`config.mk`:
```
export PLATFORM = sky130hd
export DESIGN_NAME = i2c_eeprom_rd_slave
export DESIGN_NICKNAME = d
export VERILOG_FILES = /design/src/rtl/i2c_eeprom_rd_slave.sv
export SDC_FILE = /design/constraint.sdc
export NUM_CORES = 1
export LEC_CHECK = 0
export CAP_MARGIN = 15
export CORE_ASPECT_RATIO = 0.5
export CORE_MARGIN = 1
export CORE_UTILIZATION = 30
export DETAILED_ROUTE_END_ITERATION = 12
export PLACE_DENSITY = 0.5
export SLEW_MARGIN = 15
export SYNTH_ARGS = -nofsm -noshare
export SYNTH_HDL_FRONTEND = slang
export SYNTH_SLANG_ARGS = --single-unit
```
`constraint.sdc`:
```
create_clock -name clk -period 2.4 [get_ports clk]
set_input_delay 0.48 -clock clk [delete_from_list [all_inputs] [get_ports clk]]
set_output_delay 0.48 -clock clk [all_outputs]
set_load 0.05 [all_outputs]
```
`src/rtl/i2c_eeprom_rd_slave.sv`:
```
module i2c_eeprom_rd_slave #(
  parameter int          AW     = 14,
  parameter logic [3:0]  DEV_ID = 4'b1010
) (
  input  logic          clk,
  input  logic          rst_n,
  input  logic [2:0]    strap,
  input  logic          scl_in,
  input  logic          sda_in,
  output logic          sda_low,
  output logic [AW-1:0] mem_addr,
  input  logic [7:0]    mem_data
);
  localparam int HI_W = AW - 8;

  typedef enum logic [3:0] {
    S_IDLE = 4'd0, S_DEV = 4'd1, S_DACK = 4'd2, S_AH = 4'd3, S_AHACK = 4'd4,
    S_AL = 4'd5, S_ALACK = 4'd6, S_TX = 4'd7, S_TACK = 4'd8
  } st_t;

  logic [1:0]      scl_sy, sda_sy;
  logic            scl_q, sda_q;
  logic            scl_s, sda_s;
  logic            start_c, stop_c, scl_rise, scl_fall;
  st_t             st;
  logic [3:0]      bcnt;
  logic [7:0]      sreg, txsr;
  logic [HI_W-1:0] hi;
  logic [AW-1:0]   waddr;
  logic            rw, mack;

  assign scl_s    = scl_sy[1];
  assign sda_s    = sda_sy[1];
  assign start_c  = scl_s & scl_q & sda_q & ~sda_s;
  assign stop_c   = scl_s & scl_q & ~sda_q & sda_s;
  assign scl_rise = scl_s & ~scl_q;
  assign scl_fall = ~scl_s & scl_q;
  assign mem_addr = waddr;

  always_ff @(posedge clk or negedge rst_n) begin
    if (!rst_n) begin
      scl_sy <= 2'b11;
      sda_sy <= 2'b11;
      scl_q  <= 1'b1;
      sda_q  <= 1'b1;
    end else begin
      scl_sy <= {scl_sy[0], scl_in};
      sda_sy <= {sda_sy[0], sda_in};
      scl_q  <= scl_s;
      sda_q  <= sda_s;
    end
  end

  always_ff @(posedge clk or negedge rst_n) begin
    if (!rst_n) begin
      st      <= S_IDLE;
      bcnt    <= '0;
      sreg    <= '0;
      txsr    <= '0;
      hi      <= '0;
      waddr   <= '0;
      rw      <= 1'b0;
      mack    <= 1'b0;
      sda_low <= 1'b0;
    end else if (start_c) begin
      st      <= S_DEV;
      bcnt    <= '0;
      sda_low <= 1'b0;
    end else if (stop_c) begin
      st      <= S_IDLE;
      sda_low <= 1'b0;
    end else begin
      case (st)
        S_DEV, S_AH, S_AL: begin
          if (scl_rise && bcnt != 4'd8) begin
            sreg <= {sreg[6:0], sda_s};
            bcnt <= bcnt + 4'd1;
          end else if (scl_fall && bcnt == 4'd8) begin
            bcnt <= '0;
            case (st)
              S_DEV: begin
                if (sreg[7:1] == {DEV_ID, strap}) begin
                  rw      <= sreg[0];
                  sda_low <= 1'b1;
                  st      <= S_DACK;
                end else begin
                  st <= S_IDLE;
                end
              end
              S_AH: begin
                hi      <= sreg[HI_W-1:0];
                sda_low <= 1'b1;
                st      <= S_AHACK;
              end
              default: begin
                waddr   <= {hi, sreg};
                sda_low <= 1'b1;
                st      <= S_ALACK;
              end
            endcase
          end
        end
        S_DACK: if (scl_fall) begin
          bcnt <= '0;
          if (rw) begin
            txsr    <= mem_data;
            sda_low <= ~mem_data[7];
            st      <= S_TX;
          end else begin
            sda_low <= 1'b0;
            st      <= S_AH;
          end
        end
        S_AHACK: if (scl_fall) begin
          sda_low <= 1'b0;
          st      <= S_AL;
        end
        S_ALACK: if (scl_fall) begin
          sda_low <= 1'b0;
          st      <= S_IDLE;
        end
        S_TX: if (scl_fall) begin
          if (bcnt == 4'd7) begin
            sda_low <= 1'b0;
            waddr   <= waddr + 1'b1;
            st      <= S_TACK;
          end else begin
            txsr    <= {txsr[6:0], 1'b0};
            sda_low <= ~txsr[6];
          end
          bcnt <= bcnt + 4'd1;
        end
        S_TACK: begin
          if (scl_rise) begin
            mack <= ~sda_s;
          end else if (scl_fall) begin
            bcnt <= '0;
            if (mack) begin
              txsr    <= mem_data;
              sda_low <= ~mem_data[7];
              st      <= S_TX;
            end else begin
              st <= S_IDLE;
            end
          end
        end
        default: st <= S_IDLE;
      endcase
    end
  end
endmodule


```
==> key figures, run 1 <==
Floorplan
  – Die Wd: roughly 140 um
  – Full die area: about 0.010 sq mm
  – Core Area: between 0.009 and 0.01 sq mm
  – Cell row count: 24
  – Die Y-Extent: between 70 and 80 um
  – Ports: 30
  – Initial Util: about a third

Critical path
  – Worst Setup Path Type: register to output pin
  – Critical Path End Type: output pin
  – Worst path max stage delay: between 0.8 and 0.9 ns
  – CP cell instances: clkdlybuf4s50_1
  – R2R depth: 7
  – Kind of cell adding the most delay to the critical path: buffers and inverters
  – Critical Path Stages: 1
  – Max FO, Critical Path: 8
  – CP arrival: 1.66 ns
  – CP Launch Type: register
  – Worst r2r src: bcnt[0]
  – Critical path origin: mem_addr[2]
  – Worst Path Buf+Inv: 1
  – Slowest cell on crit path: clkdlybuf4s50_1
  – Worst path required time: approximately 1.9 ns

GRT
  – Vias in the first global route: between 2000 and 2500
  – Gr usage total: ~16%
  – Global-route wire length before repair: 12.2 mm
  – Global route total overflow: 0
  – M2 GR Usage: around 25%
  – GR Layer Usage met3: under 10%
  – Initial antenna violation count: 0
  – Busiest grt layer: met2
  – GR Layer Usage met1: between 20% and 30%
  – Largest net degree at the start of global routing: 26

Synth
  – Main synth FF type: dfrtp_1
  – Synth Register Bits: between 50 and 60
  – YS warnings: 0
  – Distinct cell type count after synthesis: 54
  – Syn nets: between 300 and 400
  – Ys async rst share: between 90% and 100%
  – Register area share after synthesis: 45.4%
  – Syn Inst Count: just under 300
  – Synthesized cell area: just under 0.003 sq mm
  – Synthesized area per cell: 9.76 sq um
  – Post-synth EDFFs: 0

Cells and area
  – Final core occ: 38.6%
  – Most frequent cells in the layout: 46 x dfrtp_1, 36 x nand2_1, 28 x clkdlybuf4s50_1
  – Area added between synthesis and finish: 20.8%
  – Fraction of layout cells with a size suffix above 1: 16.8%
  – Antenna Cells: 0
  – Nets: roughly 350
  – Final Non-Filler Cells: roughly 450
  – Most common cell after layout, fill and taps aside: dfrtp_1

CTS
  – # resized after CTS: 0
  – CTS tree: built
  – Clock root cell: clkbuf_16
  – H-tree Lvls: 2
  – CTS Buf Count: 5
  – Clock Tree Buf Depth: 2
  – Cts hold-fix bufs: 0
  – Worst-Skew Late Latency: about 0.3 ns
  – Clock sinks: between 50 and 60
  – Postcts setup bufs: 0
  – Clock Pin Slew Worst Setup and Hold Paths: ~0.080 ns

Timing
  – Setup WS post-layout: between 0.2 and 0.3 ns
  – RSZ-0062 raised after global routing: no
  – Measured slew at the worst slew-check pin: approximately 0.56 ns
  – Setup TNS: 0 ns
  – Pins over their slew limit: 0
  – Slew headroom: 62.6%
  – Max frequency: 0.467 GHz
  – Final Skew: roughly 0.005 ns
  – Final setup vio count: 0
  – Hold Violations, Final: 0
  – Fin crit share: around nine tenths
  – Minimum clock period: about 2.1 ns

Detailed routing
  – TritonRoute pass-1 iters: 4
  – Wire per inst: 16.5 um
  – Antenna Nets Post-Route: 0
  – WL final: about 7.3 mm
  – Vias post-DR: 2422
  – DR DRC count: 0
  – DR vias/cell: between 5 and 6
  – DR iter-0 viols: between 200 and 250

Placement
  – Placed Instances: 437
  – Worst slack, placed: 0.252 ns
  – DPL Wire Length: between 5 and 6 mm
  – Routability cong.: roughly 0.84
  – Port Buffer Count: 29

Job
  – Max-Cap Viols: 0

Outcome
  – Outcome: finished clean

Pwr
  – Max IR drop VDD: about 0.00046 V
  – Leak: ~1.4 nW
  – PD cells: approximately 1300 mW/mm^2

Hold path
  – Worst min path class: input pin to async pin
## final timing paths
kind                                    end  slack (ns)
worst min register to register    scl_sy[1]        0.36
max in group asynchronous         scl_sy[1]        1.54
worst max-delay path            mem_addr[2]        0.26
worst max register to register      bcnt[1]        0.32
min in group clk                  scl_sy[1]        0.36
worst min-delay path                  hi[1]        0.16
## final cells by class
cell class                      count  area (sq um)
Tap cell                          117           146
Inverter                            4          15.0
Multi-Input combinational cell    222          1470
Timing Repair Buffer               42           383
Sequential cell                    52          1310
Fill cell                         881          5530
Clock buffer                        5           125
Clock inverter                      3          27.5
## synth_stat cells (2+ instances only)
cell type	number	area, sq um
mux2i_1	3	30.0
and3_1	5	31.3
o21ai_0	19	95.1
nor2b_1	6	37.5
nand3_1	9	45.0
and4_1	3	26.3
buf_2	7	35.0
nand2_1	36	135
a22o_1	2	17.5
and3b_1	2	17.5
nand2b_1	7	43.8
nand3b_1	5	37.5
a211oi_1	4	30.0
a21oi_1	22	110
xor2_1	4	35.0
nand4bb_1	2	22.5
mux2_2	21	236
clkbuf_1	6	22.5
o31ai_1	3	22.5
o22ai_1	5	31.3
nand4_1	4	25.0
a31oi_1	3	18.8
ha_1	3	37.5
nor3b_1	3	22.5
inv_1	4	15.0
nor2_1	18	67.6
dfrtp_1	46	1150
o2bb2ai_1	2	17.5
a2bb2oi_1	5	43.8
dfstp_2	6	158
a221oi_1	3	26.3
and2_1	2	12.5
buf_1	2	7.51
a22oi_1	3	22.5
## logic make-up (layout without fill, tap and decap cells)
logic type,count (synthesis),count (layout),synth area share [%]
xor gates and xnor gates,5,5,1.52
buffers and inverters,21,54,3.43
and+or+nand+nor,109,109,20.4
DFF,52,52,45.4
muxes,24,24,9.25
AOI/OAI and AO/OA,81,81,18.7
adders and majority gates,3,3,1.30
## state kept, by name, indices dropped and copies added, names as in the netlist
signal,flops
scl_q,1
scl_sy,2
hi,6
st,4
mack,1
sreg,8
sda_low,1
sda_q,1
bcnt,4
sda_sy,2
rw,1
mem_addr,14
txsr,7
## report_power, final
group	internal [W]	switching [W]	total [W]
clock network	0.000397	0.000363	0.000759
registers	0.00117	0.000373	0.00154
logic	0.000896	0.00126	0.00215
## metrics by stage
stage,power [W],area [sq um],hold slack (ns)
after floorplan,0.00301,2880,0.184
after global placement,0.00367,3330,0.346
after detailed placement,0.00370,3330,0.348
after CTS,0.00447,3480,0.183
after global routing,0.00478,3480,0.211
final,0.00446,3480,0.163
## per-layer routing
| layer | vias to the layer above | wire length [um] |
|---|---|---|
| li1 | 1155 | - |
| met1 | 1181 | 3560 |
| met2 | 72 | 3250 |
| met3 | 14 | 380 |
| met4 | 0 | 147 |
| met5 | - | 0 |
(Power assumes the default switching activity.)
==> run 2: changes to the inputs <==
--- a/config.mk
+++ b/config.mk
@@ -5,7 +5,6 @@
 export SDC_FILE = /design/constraint.sdc
 export NUM_CORES = 1
 export LEC_CHECK = 0
-export CAP_MARGIN = 15
 export CORE_ASPECT_RATIO = 0.5
 export CORE_MARGIN = 1
 export CORE_UTILIZATION = 30
==> constraint.sdc (replaced) <==
create_clock -name clk -period 2.33 [get_ports clk]
set_input_delay 0.466 -clock clk [delete_from_list [all_inputs] [get_ports clk]]
set_output_delay 0.466 -clock clk [all_outputs]
set_load 0.05 [all_outputs]
==> key figures, run 2 (synthesis results as in run 1) <==
Outcome
  – Outcome: finished clean

GRT
  – Global route total overflow: 0 (unchanged)
  – Vias in the first global route: 2331 (+0.39%)
  – Gr usage total: 15.5% (-0.50 points)
  – Global-route wire length before repair: 12.1 mm (-1.1%)
  – Initial antenna violation count: 0 (unchanged)
  – Largest net degree at the start of global routing: 53 (+100%)

Cells and area
  – Antenna Cells: 0 (unchanged)
  – Most frequent cells in the layout: 46 x dfrtp_1, 36 x nand2_1, 28 x clkdlybuf4s50_1
  – Register area: 0.00131 sq mm (unchanged)
  – Area added between synthesis and finish: 20.3%
  – Nets: 344 (-0.29%)
  – Area of the multi-input gates: 0.00147 sq mm (unchanged)
  – Fraction of layout cells with a size suffix above 1: 16.5% (-0.25 points)
  – Final Cell Area: 0.00347 sq mm (-0.36%)
  – Most common cell after layout, fill and taps aside: dfrtp_1
  – Layout fillers: 911 (+3.4%)
  – Largest register FFs: 14 (unchanged)

Critical path
  – Max FO, Critical Path: 8 (unchanged)
  – Kind of cell adding the most delay to the critical path: buffers and inverters
  – Slowest cell on crit path: clkdlybuf4s50_1
  – Worst r2r src: st[3]
  – Worst Setup Path Type: register to output pin
  – CP cell instances: clkdlybuf4s50_1
  – Critical path origin: mem_addr[2]
  – Worst Path Buf+Inv: 1 (unchanged)
  – Critical Path End Type: output pin
  – Worst path max stage delay: 0.86 ns (about the same)
  – CP arrival: 1.64 ns (-0.02 ns)
  – CP Launch Type: register
  – Worst path required time: 1.86 ns (-0.06 ns)

Pwr
  – Power Total: 0.00456 W (+2.2%)
  – PD cells: 1310 mW/mm^2 (+2.6%)
  – Sequential fraction of design power: 35.1% (+0.4 points)
  – Max IR drop VDD: 0.000562 V (+22%)
  – Internal power: 0.00253 W (+2.6%)
  – Sw frac: 44.5% (-0.24 points)
  – Clk pwr share: 16.7% (-0.3 points)
  – Leak: 1.44 nW (-0.22%)
  – Net Switching: 0.00203 W (+1.6%)
  – Combinational share of power: 48.2% (about the same)

Timing
  – RSZ-0062 raised after global routing: no
  – Setup TNS: 0 ns (unchanged)
  – Fin crit share: 90.3%
  – Final Skew: 0.00457 ns (-0.000390 ns)
  – Pins over their slew limit: 0 (unchanged)
  – Hold Violations, Final: 0 (unchanged)
  – Minimum clock period: approximately 2.1 ns
  – Hold WS: 0.280 ns (+0.117 ns)
  – Max frequency: 0.475 GHz
  – Measured slew at the worst slew-check pin: 0.660 ns (+0.0987 ns)
  – Slew headroom: 56.0% (-6.6 points)
  – Final setup vio count: 0 (unchanged)

Placement
  – Placed Area: 0.00332 sq mm (-0.23%)
  – Routability cong.: 0.832 (-0.55%)
  – Port Buffer Count: 29 (unchanged)
  – DPL Wire Length: 5.12 mm (-3.9%)

CTS
  – Clock root cell: clkbuf_16
  – Clock Pin Slew Worst Setup and Hold Paths: 0.07 ns (about the same)
  – CTS tree: built
  – CTS Buf Count: 5 (unchanged)
  – # resized after CTS: 0 (unchanged)
  – Worst-Skew Late Latency: 0.29 ns (about the same)
  – H-tree Lvls: 2 (unchanged)
  – Clock sinks: 52 (unchanged)
  – Clock Tree Buf Depth: 2 (unchanged)
  – Cts hold-fix bufs: 0 (unchanged)
  – Postcts setup bufs: 0 (unchanged)

Floorplan
  – Die Wd: 141 um (unchanged)
  – Core Area: 0.00901 sq mm (unchanged)
  – Cell row count: 24 (unchanged)
  – Initial Util: 32.0% (unchanged)
  – Full die area: 0.0100 sq mm (unchanged)
  – Ports: 30 (unchanged)
  – Die Y-Extent: 71.3 um (unchanged)

Detailed routing
  – Wire length on met2: 3.11 mm (-4.1%)
  – DR iter-0 viols: 166 (-26%)
  – Vias post-DR: 2365 (-2.4%)
  – WL final: 7.20 mm (-1.8%)
  – Antenna Nets Post-Route: 0 (unchanged)
  – Uppermost routed layer: met4
  – DR vias/cell: 5.33 (-2.1%)
  – DR DRC count: 0 (unchanged)
  – M1 WL: 3.66 mm (+2.9%)
  – TritonRoute pass-1 iters: 5 (+1)
  – Wire per inst: 16.2 um (-1.6%)
  – DR WL met3: 345 um (-9.2%)

Job
  – Max-Cap Viols: 0 (unchanged)

Hold path
  – Worst min path class: input pin to async pin
run 2: cell types whose count changed in the layout (fill, tap and decap cells not counted), sizes merged:
| cell | before | now |
|---|---|---|
| clkinvlp | 1 | 0 |
| buf | 14 | 13 |
| clkinv | 1 | 2 |
run 2: layout make-up:
class,instances,share of cell area [%]
multi-input combinational,222,42.5
sequential,52,37.8
timing repair buffer,41,10.8
tap,117,4.22
clock buffer,5,3.61
clock inverter,3,0.650
inverter,4,0.433
run 2: worst paths after layout:
| check | end | slack [ns] | cells past startpoint |
|---|---|---|---|
| setup reg to reg | txsr[5] | 0.27 | 6 |
| hold reg to reg | sda_sy[1] | 0.36 | 0 |
| max in group asynchronous | bcnt[0] | 1.61 | 2 |
| hold / removal | sreg[2] | 0.28 | 2 |
| min in group clk | sda_sy[1] | 0.36 | 0 |
| setup / recovery | mem_addr[2] | 0.23 | 1 |
run 2: power groups by stage:
stage          Combinational [W]  Clock (W)  Sequential (W)
5_1_grt                  0.00240   0.000829         0.00166
4_1_cts                  0.00221   0.000792         0.00160
3_3_place_gp             0.00216          0         0.00161
3_5_place_dp             0.00220          0         0.00161
6_report                 0.00220   0.000762         0.00160
2_1_floorplan            0.00128          0         0.00183
run 2: metal layers:
layer / track usage, % / up-vias
met1: 22.4 / 1158
met5: 0 / -
met2: 23.2 / 54
met3: 3.34 / 6
met4: 4.71 / 0
li1: - / 1147
run 2: per-stage QoR:
stage | utilization [%] | std cells | setup WS, ns
detailed placement | 36.8 | 436 | 0.143
finish | 38.5 | 444 | 0.226
CTS | 38.5 | 444 | 0.209
global placement | 36.8 | 436 | 0.252
floorplan | - | 295 | 0.462
global route | 38.5 | 444 | 0.136
